### src/rtl/addsub18_pkg.sv
`timescale 1ns/1ps
package addsub18_pkg;
  typedef enum logic [1:0] {
    OP_ADD = 2'b00,
    OP_SUB = 2'b01,
    OP_INC = 2'b10,
    OP_ALT = 2'b11
  } op_e;

  // Returns the right-hand addend that the chain actually sees.
  function automatic logic [17:0] pick_addend(input op_e code, input logic [17:0] b);
    logic [17:0] v;
    case (code)
      OP_SUB:  v = ~b;
      OP_INC:  v = 18'd1;
      default: v = b;
    endcase
    return v;
  endfunction
endpackage

### src/rtl/addsub18_opsel.sv
`timescale 1ns/1ps
module addsub18_opsel
  import addsub18_pkg::*;
#(
  parameter int W = 18
) (
  input  logic [W-1:0] b_in,
  input  logic [1:0]   op_code,
  input  logic         twos,
  output logic [W-1:0] b_eff,
  output logic         cin,
  output logic         is_inc
);
  op_e code;

  always_comb begin
    code   = op_e'(op_code);
    is_inc = (code == OP_INC);
    cin    = twos && (code == OP_SUB);
    case (code)
      OP_SUB:  b_eff = ~b_in;
      OP_INC:  b_eff = W'(1);
      default: b_eff = b_in;
    endcase
  end
endmodule

### src/rtl/addsub18_chain.sv
`timescale 1ns/1ps
module addsub18_chain #(
  parameter int W = 18
) (
  input  logic [W-1:0] x,
  input  logic [W-1:0] y,
  input  logic         cin,
  output logic [W-1:0] sum,
  output logic         c_into_msb,
  output logic         c_out
);
  logic [W:0] c;

  assign c[0] = cin;

  for (genvar i = 0; i < W; i++) begin : g_bit
    assign sum[i]  = x[i] ^ y[i] ^ c[i];
    assign c[i+1]  = (x[i] & y[i]) | (x[i] & c[i]) | (y[i] & c[i]);
  end

  assign c_into_msb = c[W-1];
  assign c_out      = c[W];
endmodule

### src/rtl/addsub18_wrap.sv
`timescale 1ns/1ps
module addsub18_wrap #(
  parameter int W = 18
) (
  input  logic [W-1:0] sum,
  input  logic         c_out,
  input  logic         ones,
  input  logic         keep_negz,
  output logic [W-1:0] res
);
  logic [W-1:0] t;
  logic [W-1:0] res_raw;
  logic         eac;
  logic         negz;

  assign eac  = ones & c_out;
  assign t[0] = eac;

  for (genvar i = 0; i < W; i++) begin : g_inc
    assign res_raw[i] = sum[i] ^ t[i];
    if (i < W - 1) begin : g_prop
      assign t[i+1] = sum[i] & t[i];
    end
  end

  assign negz = &res_raw;
  assign res  = (ones && negz && !keep_negz) ? '0 : res_raw;
endmodule

### src/rtl/addsub18.sv
`timescale 1ns/1ps
module addsub18 #(
  parameter int W = 18
) (
  input  logic [17:0] opa,
  input  logic [17:0] opb,
  input  logic [1:0]  op,
  input  logic        twos_mode,
  output logic [17:0] result,
  output logic        ovf,
  output logic        carry_out
);
  logic [W-1:0] b_eff;
  logic         cin;
  logic         is_inc;
  logic [W-1:0] raw_sum;
  logic         c_into_msb;
  logic         c_msb_out;
  logic         keep_negz;

  addsub18_opsel #(.W(W)) u_opsel (
    .b_in   (opb),
    .op_code(op),
    .twos   (twos_mode),
    .b_eff  (b_eff),
    .cin    (cin),
    .is_inc (is_inc)
  );

  addsub18_chain #(.W(W)) u_chain (
    .x         (opa),
    .y         (b_eff),
    .cin       (cin),
    .sum       (raw_sum),
    .c_into_msb(c_into_msb),
    .c_out     (c_msb_out)
  );

  // Both exception cases show up as all-ones on both chain inputs.
  assign keep_negz = (&opa) && (&b_eff);

  addsub18_wrap #(.W(W)) u_wrap (
    .sum      (raw_sum),
    .c_out    (c_msb_out),
    .ones     (!twos_mode),
    .keep_negz(keep_negz),
    .res      (result)
  );

  assign ovf       = !is_inc && (c_into_msb ^ c_msb_out);
  assign carry_out = c_msb_out;
endmodule

### config.mk
export PLATFORM = sky130hd
export DESIGN_NAME = addsub18
export DESIGN_NICKNAME = d
export VERILOG_FILES = /design/src/rtl/addsub18_pkg.sv /design/src/rtl/addsub18_opsel.sv /design/src/rtl/addsub18_chain.sv /design/src/rtl/addsub18_wrap.sv /design/src/rtl/addsub18.sv
export SDC_FILE = /design/constraint.sdc
export NUM_CORES = 1
export LEC_CHECK = 0
export ABC_AREA = 1
export BUFFER_PORTS_ARGS = -buffer_cell sky130_fd_sc_hd__buf_2
export CORE_MARGIN = 2
export CORE_UTILIZATION = 40
export DETAILED_ROUTE_END_ITERATION = 12
export GPL_TIMING_DRIVEN = 0
export MAX_ROUTING_LAYER = met4
export PLACE_DENSITY = 0.78
export SKIP_LAST_GASP = 1
export SLEW_MARGIN = 10
export SYNTH_ARGS = -nofsm -noshare
export SYNTH_HDL_FRONTEND = slang
export SYNTH_SLANG_ARGS = --single-unit
### constraint.sdc
create_clock -name vclk -period 38.2
set_clock_uncertainty 0.2 [all_clocks]
set_input_delay 7.64 -clock vclk [all_inputs]
set_output_delay 7.64 -clock vclk [all_outputs]
set_load 0.01 [all_outputs]
==> impl_metrics.yaml, run 1 <==
sta:
  worstMarginPinSlew_ps: 493
  slew-limit-headroom_pct: 67.0
  max_freq_mhz: 35.2
  hold_violations: 0
  slew_viol_final: 0
  setup_violations: 0
  final.period_utilization_pct: 74.4
  layout_min_cycle_time_ps: 28440
  rsz0062_at_grt: "no"
  tns_ps: 0
setup_path:
  critPathArrivalTime_ps: 20600
  cp.required_ps: 30360
  cp_max_fo: 10
  slowest_delay_ps: 460
  startpoint_type: "input port"
  cp-end-kind: "output port"
  path_class: "in2out"
  crit_slowest_cell: "fa_1"
placed_design:
  hpwl_um: 2970
  place.gp.congestion: 0.837
  io_buffers: 59
run_status:
  outcome: "finished, final reports clean"
drt:
  via_per_inst: 4.29
  routed.top_layer: "met3"
  ant_nets: 0
  wl_per_cell_um: 10.1
  drc_errors: 0
  drt-total-wl_um: 3210
  dr_wl_met3_um: 161
  num_vias: 1369
  met1_length_um: 1560
  wl_met2_um: 1490
  drt_iter0_drc: 26
  drtPass1Iterations: 4
yosys:
  synth_mux_area_share_pct: 0
  netlist_instances: 214
  synth-simple-area-share_pct: 27.4
  synth.net_count: 290
  synth_xor_area_share_pct: 1.21
  synth_area_per_cell_um2: 6.77
  synth_compound_area_share_pct: 12.5
  synthAdderAreaFrac_pct: 41.3
  synth_top_family_by_area: "adder cells"
  synth_seq_area_share_pct: 0
  syn_area_mm2: 0.00145
  ys_types: 22
  yosys_warnings: 0
floorplanning:
  rows: 21
  design.die.area_mm2: 0.00412
  coreArea_mm2: 0.00342
  die_x_um: 64.2
  ios: 59
  initial_core_util_pct: 42.4
  fp.dieH_um: 64.2
layout:
  antenna_cells: 0
  finalNetCount: 351
  clkbuf_count: 0
  seq_cells: 0
  drive_above_1_share_pct: 30.8
  regArea_um2: 0
  final_util_pct: 52.7
  syn_to_final_growth_pct: 24.4
grt:
  grt_usage_pct: 16.9
  antenna_found_initial: 0
  grt_max_degree: 11
  grt_pass1_vias: 1316
  grt_pass1_wl_um: 5610
  overflow: 0
min_path:
  holdCritPathClass: "in2out"
pwr:
  ir_drop_v: 0.00000619
  power.total_uw: 40.4
  p_leak_nw: 1.12
  p_per_area_mw_per_mm2: 22.4
clock_tree:
  cts-resized-gates: 0
  post_cts_buffers: 0
  postCtsHoldBufs: 0
flow_run:
  cap_violations: 0
power by group:
group	internal, mW	total, mW	switching [mW]
logic	0.0177	0.0404	0.0227
clock network	0	0	0
registers	0	0	0
total	0.0177	0.0404	0.0227
routing by layer:
layer	up-vias	track usage, %
met3	0	0.352
met1	571	23.9
met5	-	-
li1	754	-
met4	0	0.532
met2	44	28.9
worst max-delay path: cells and delay by family:
family / cells / cell delay (ps)
compound gates: 1 / 90
buf+inv: 6 / 780
fa+ha+maj: 36 / 11060
simple gates: 8 / 980
cell usage in the layout (no fill, tap or decap):
| master | count |
|---|---|
| clkinv_1 | 1 |
| nand4_1 | 4 |
| inv_2 | 1 |
| buf_6 | 3 |
| buf_2 | 60 |
| o21ai_0 | 1 |
| xnor2_1 | 2 |
| inv_4 | 1 |
| fa_1 | 18 |
| a21oi_4 | 3 |
| nand2_4 | 1 |
| inv_1 | 54 |
| nand3_4 | 1 |
| nand3b_1 | 1 |
| nand3_1 | 2 |
| nand2_1 | 59 |
| ha_1 | 19 |
| nor2_1 | 20 |
| nor2_2 | 3 |
| a21oi_2 | 10 |
| nor3_2 | 1 |
| a21oi_1 | 8 |
cell usage after synthesis (all sizes together):
| cell type | n | share of area (%) |
|---|---|---|
| nand3 | 3 | 1.9 |
| nand3b | 1 | 0.52 |
| nor2 | 23 | 6.5 |
| nand2 | 60 | 16 |
| ha | 19 | 16 |
| nor3 | 1 | 0.69 |
| o21ai | 1 | 0.35 |
| xnor2 | 2 | 1.2 |
| buf | 4 | 2.7 |
| a21oi | 21 | 12 |
| nand4 | 4 | 1.7 |
| inv | 56 | 15 |
| fa | 18 | 25 |
| clkinv | 1 | 0.26 |
cells by family after synthesis:
logic type / after synthesis
AO/OA/AOI/OAI: 22
XOR/XNOR: 2
adder cells (fa/ha/maj): 37
buffers and inverters: 61
AND/OR/NAND/NOR: 92
stage by stage:
stage | worst slack (ps) | hold slack [ps] | cell area, um^2 | instances
floorplan | 10580 | 15280 | 1450 | 214
global placement | 9820 | 15490 | 1800 | 319
detailed placement | 9740 | 15500 | 1800 | 319
CTS | 9720 | 15500 | 1800 | 319
global route | 9100 | 15540 | 1800 | 319
finish | 9760 | 15490 | 1800 | 319
path summary, 6_finish.rpt:
path | from | end | cells after the start | slack [ps]
worst max-delay path | op[0] | result[10] | 51 | 9760
worst min-delay path | op[1] | ovf | 4 | 15490
final cells by class:
type	count	area, um^2
fill	376	1610
timing repair buffer	59	295
tap	46	57.6
multi-input combinational	153	1190
buffer	4	38.8
inverter	57	216
Note: power is estimated with default switching activity, not from simulation.
==> run 2, diff against run 1 <==
--- a/config.mk
+++ b/config.mk
@@ -5,14 +5,14 @@
 export SDC_FILE = /design/constraint.sdc
 export NUM_CORES = 1
 export LEC_CHECK = 0
-export ABC_AREA = 1
+export ABC_AREA = 0
 export BUFFER_PORTS_ARGS = -buffer_cell sky130_fd_sc_hd__buf_2
 export CORE_MARGIN = 2
 export CORE_UTILIZATION = 40
 export DETAILED_ROUTE_END_ITERATION = 12
 export GPL_TIMING_DRIVEN = 0
 export MAX_ROUTING_LAYER = met4
-export PLACE_DENSITY = 0.78
+export PLACE_DENSITY = 0.8
 export SKIP_LAST_GASP = 1
 export SLEW_MARGIN = 10
 export SYNTH_ARGS = -nofsm -noshare
==> constraint.sdc (replaced) <==
create_clock -name vclk -period 27.5
set_clock_uncertainty 0.2 [all_clocks]
set_input_delay 5.5 -clock vclk [all_inputs]
set_output_delay 5.5 -clock vclk [all_outputs]
set_load 0.01 [all_outputs]
==> run 2 against run 1 <==
  * Die area fell by 11%
  * First-iteration DRC count rose by 130%
  * Via count fell by 7.2%
  * Setup slack got worse by 6800 ps
  * Non-clock buffer count rose by 3
  * Power rose by 22%
  * Count of clock-buffer cells in the layout did not move
  * Synthesized area fell by 11%
  * Critical path depth fell by 2
  * Global-route usage rose by 2.9 points
==> impl_metrics.yaml, run 2 <==
pwr:
  p_per_area_mw_per_mm2: 30.2
  p_leak_nw: 0.814
  ir_drop_v: 0.00000832
  power.total_uw: 49.4
grt:
  overflow: 0
  grt_pass1_vias: 1154
  grt_pass1_wl_um: 5300
  grt_usage_pct: 19.8
  grt_max_degree: 11
  antenna_found_initial: 0
setup_path:
  crit_slowest_cell: "o31ai_1"
  slowest_delay_ps: 450
  critPathArrivalTime_ps: 18800
  cp.required_ps: 21800
  path_class: "in2out"
  startpoint: "op[0]"
  cp-end-kind: "output port"
  startpoint_type: "input port"
  cp_max_fo: 10
  critical_path.endpoint: "result[17]"
yosys:
  synth_top_area_share_pct: 28.1
  synth_top_cell_by_area: "fa_1"
  synth.net_count: 228
  syn_area_mm2: 0.00128
  synth_area_leaders: "fa_1 (28%), ha_1 (19%), o21ai_0 (6.6%)"
  netlist_instances: 152
  yosys-top-cells-count: "ha_1 (19), fa_1 (18), nand2_1 (18), o21ai_0 (17), nor2b_1 (13)"
  synth_seq_area_share_pct: 0
  yosys_warnings: 0
  ys_types: 29
  synth_area_per_cell_um2: 8.45
  yosysMostFrequentCell: "ha_1"
floorplanning:
  ios: 59
  design.die.area_mm2: 0.00368
  initial_core_util_pct: 42.0
  fp.dieH_um: 60.7
  die_x_um: 60.7
  rows: 20
  coreArea_mm2: 0.00305
sta:
  tns_ps: 0
  layout_min_cycle_time_ps: 24500
  setup_violations: 0
  slew_viol_final: 0
  hold_violations: 0
  max_freq_mhz: 40.8
  rsz0062_at_grt: "no"
  worstMarginPinSlew_ps: 474
  whs_ps: 11260
  final.period_utilization_pct: 89.1
  slew-limit-headroom_pct: 68.2
drt:
  drtPass1Iterations: 4
  drt_iter0_drc: 59
  wl_per_cell_um: 13.2
  num_vias: 1270
  via_per_inst: 4.98
  routed.top_layer: "met4"
  met1_length_um: 1540
  wl_met2_um: 1620
  ant_nets: 0
  dr_wl_met3_um: 193
  drt-total-wl_um: 3370
  drc_errors: 0
min_path:
  min_from: "op[1]"
  holdCritPathClass: "in2out"
layout:
  fillers: 316
  regArea_um2: 0
  clkbuf_count: 0
  seq_cells: 0
  drive_above_1_share_pct: 31.3
  mostFrequentLayoutCells: "buf_2 (59), ha_1 (19), nand2_1 (18), fa_1 (18), o21ai_0 (17)"
  final_common_cell: "buf_2"
  antenna_cells: 0
  syn_to_final_growth_pct: 27.3
  finalNonFillerCells: 255
  finalNetCount: 289
clock_tree:
  cts-resized-gates: 0
  post_cts_buffers: 0
  postCtsHoldBufs: 0
flow_run:
  cap_violations: 0
placed_design:
  place.gp.congestion: 0.899
  post-place-cells: 255
  io_buffers: 59
  hpwl_um: 3080
run_status:
  outcome: "finished, final reports clean"
run 2: cell count changes after synthesis, moves of 5 or more:
| cell | before | now |
|---|---|---|
| nand2b_1 | 0 | 12 |
| nor2b_1 | 0 | 13 |
| a21oi_1 | 8 | 0 |
| a21oi_2 | 10 | 0 |
| nor2_1 | 20 | 4 |
| nand2_1 | 59 | 18 |
| o21ai_0 | 1 | 17 |
| and2b_1 | 0 | 5 |
| inv_1 | 54 | 5 |
run 2: through the flow:
| stage | area, um^2 | util, % | setup slack, ps |
|---|---|---|---|
| 2_1_floorplan | 1280 | - | 3870 |
| 3_3_place_gp | 1630 | 53.5 | 3040 |
| 3_5_place_dp | 1630 | 53.5 | 2910 |
| 4_1_cts | 1630 | 53.5 | 2910 |
| 5_1_grt | 1630 | 53.5 | 2290 |
| 6_report | 1630 | 53.5 | 3000 |
run 2: routing by layer:
| metal | vias up | GRT usage, % |
|---|---|---|
| met5 | - | - |
| met4 | 0 | 1.24 |
| met3 | 2 | 0.640 |
| met2 | 50 | 35.2 |
| met1 | 568 | 26.4 |
| li1 | 650 | - |
run 2: cells by family (layout without fill, tap and decap cells):
logic type / Yosys count / after routing / share of synthesized area (%)
AO/OA/AOI/OAI: 24 / 24 / 11.6
XOR/XNOR: 2 / 2 / 1.36
adder cells (fa/ha/maj): 37 / 37 / 46.6
buffers and inverters: 12 / 71 / 5.26
AND/OR/NAND/NOR: 77 / 77 / 35.2
run 2: power by group:
| group | total (mW) | internal [mW] | switching, mW |
|---|---|---|---|
| Clock | 0 | 0 | 0 |
| Sequential | 0 | 0 | 0 |
| Combinational | 0.0494 | 0.0232 | 0.0262 |
run 2: worst min-delay path by stage:
stage,endpoint,depth (start not counted)
after global routing,ovf,4
after detailed placement,ovf,4
after floorplan,ovf,2
after global placement,ovf,4
final,ovf,4
after CTS,ovf,4
run 2: layout make-up:
cell class,instances,area [um^2],share of cell area [%]
inverter,5,18.8,1.15
buffer,7,48.8,2.99
timing repair buffer,59,295,18.1
multi-input combinational,140,1220,74.4
tap,44,55.1,3.37
run 2: critical path, delay by kind of cell:
kind | cells | cell delay, ps
simple gates | 5 | 720
fa+ha+maj | 36 | 11060
buf+inv | 6 | 660
compound gates | 2 | 860
==> run 3, diff against run 2 <==
--- a/config.mk
+++ b/config.mk
@@ -12,7 +12,7 @@
 export DETAILED_ROUTE_END_ITERATION = 12
 export GPL_TIMING_DRIVEN = 0
 export MAX_ROUTING_LAYER = met4
-export PLACE_DENSITY = 0.8
+export PLACE_DENSITY = 0.79
 export SKIP_LAST_GASP = 1
 export SLEW_MARGIN = 10
 export SYNTH_ARGS = -nofsm -noshare
==> run 3 against run 2 <==
  * Combinational power grew 1%
  * Power increased by 0.99%
  * Count of clock-buffer cells in the layout is the same
  * Hold slack gained 15 ps
  * Critical path depth is 1 lower
  * Sequential cell count did not move
  * Utilization stayed put
  * Fmax decreased by 0.23%
  * Highest routed layer unchanged
==> impl_metrics.yaml, run 3 (synthesis results as in run 2) <==
run_status:
  outcome: "finished, final reports clean"
layout:
  clkbuf_count: 0
  syn_to_final_growth_pct: 27.3
  mostFrequentLayoutCells: "buf_2 (59), ha_1 (19), nand2_1 (18), fa_1 (18), o21ai_0 (17)"
  fillers: 313
  antenna_cells: 0
  finalNonFillerCells: 255
  seq_cells: 0
  finalNetCount: 289
  regArea_um2: 0
  drive_above_1_share_pct: 31.3
  final_common_cell: "buf_2"
drt:
  wl_per_cell_um: 13.3
  drtPass1Iterations: 4
  ant_nets: 0
  drt_iter0_drc: 41
  num_vias: 1292
  drt-total-wl_um: 3390
  drc_errors: 0
  via_per_inst: 5.07
pwr:
  p_per_area_mw_per_mm2: 30.5
  p_leak_nw: 0.814
  ir_drop_v: 0.00000868
sta:
  tns_ps: 0
  slew_viol_final: 0
  slew-limit-headroom_pct: 65.3
  layout_min_cycle_time_ps: 24560
  final.period_utilization_pct: 89.3
  hold_violations: 0
  worstMarginPinSlew_ps: 517
  setup_violations: 0
  max_freq_mhz: 40.7
  rsz0062_at_grt: "no"
clock_tree:
  postCtsHoldBufs: 0
  post_cts_buffers: 0
  cts-resized-gates: 0
grt:
  grt_util_met1_pct: 27.0
  grt_max_degree: 11
  grtUsageMet2_pct: 36.9
  grt_pass1_vias: 1252
  antenna_found_initial: 0
  overflow: 0
  grt_usage_pct: 20.5
  busiest_layer: "met2"
  grt_pass1_wl_um: 5580
  use_met3_pct: 0.426
setup_path:
  cp_max_fo: 9
  crit_buf_inv: 5
  slowest_delay_ps: 480
  startpoint_type: "input port"
  path_delay_family: "adder cells"
  cp.required_ps: 21800
  crit_slowest_cell: "o31ai_1"
  critPathArrivalTime_ps: 18860
  cp-end-kind: "output port"
  path_class: "in2out"
floorplanning:
  die_x_um: 60.7
  design.die.area_mm2: 0.00368
  initial_core_util_pct: 42.0
  rows: 20
  ios: 59
  fp.dieH_um: 60.7
  coreArea_mm2: 0.00305
min_path:
  holdCritPathClass: "in2out"
placed_design:
  hpwl_um: 3100
  io_buffers: 59
  place.gp.congestion: 0.887
  post-place-cells: 255
flow_run:
  cap_violations: 0
run 3: cell counts in the layout (fill, tap and decap cells not counted):
Identical to the previous run, type by type.
run 3: stage by stage:
step | hold slack, ps | utilization (%) | power, mW | worst slack (ps) | area, um^2
after floorplan | 11000 | - | 0.0302 | 3870 | 1280
after global placement | 11270 | 53.5 | 0.0494 | 3050 | 1630
after detailed placement | 11280 | 53.5 | 0.0496 | 2900 | 1630
after CTS | 11280 | 53.5 | 0.0501 | 2890 | 1630
after global routing | 11300 | 53.5 | 0.0564 | 2240 | 1630
final | 11270 | 53.5 | 0.0499 | 2940 | 1630
run 3: tightest hold or removal path: stages:
cell and delay (ps):
buf_2 90, ha_1 200, nor2_1 60, buf_2 120
run 3: layout make-up:
type                            count  area [um^2]  area share (%)
Timing Repair Buffer               59          295            18.1
Inverter                            5         18.8            1.15
Multi-Input combinational cell    140         1220            74.4
Buffer                              7         48.8            2.99
Tap cell                           44         55.1            3.37
run 3: final timing paths:
kind	from	endpoint	slack [ps]	cells after the start
hold / removal	op[1]	ovf	11270	4
setup / recovery	op[0]	result[1]	2940	48
run 3: per-layer routing:
layer	up-vias	part of all wire, %
met2	46	47
met3	2	5.5
met1	589	47
met5	-	0
li1	655	-
met4	0	0.91
run 3: report_power, final:
group          switching, mW  leakage, nW  internal, mW
Sequential                 0            0             0
Combinational         0.0265        0.814        0.0234
Clock                      0            0             0
Total                 0.0265        0.814        0.0234
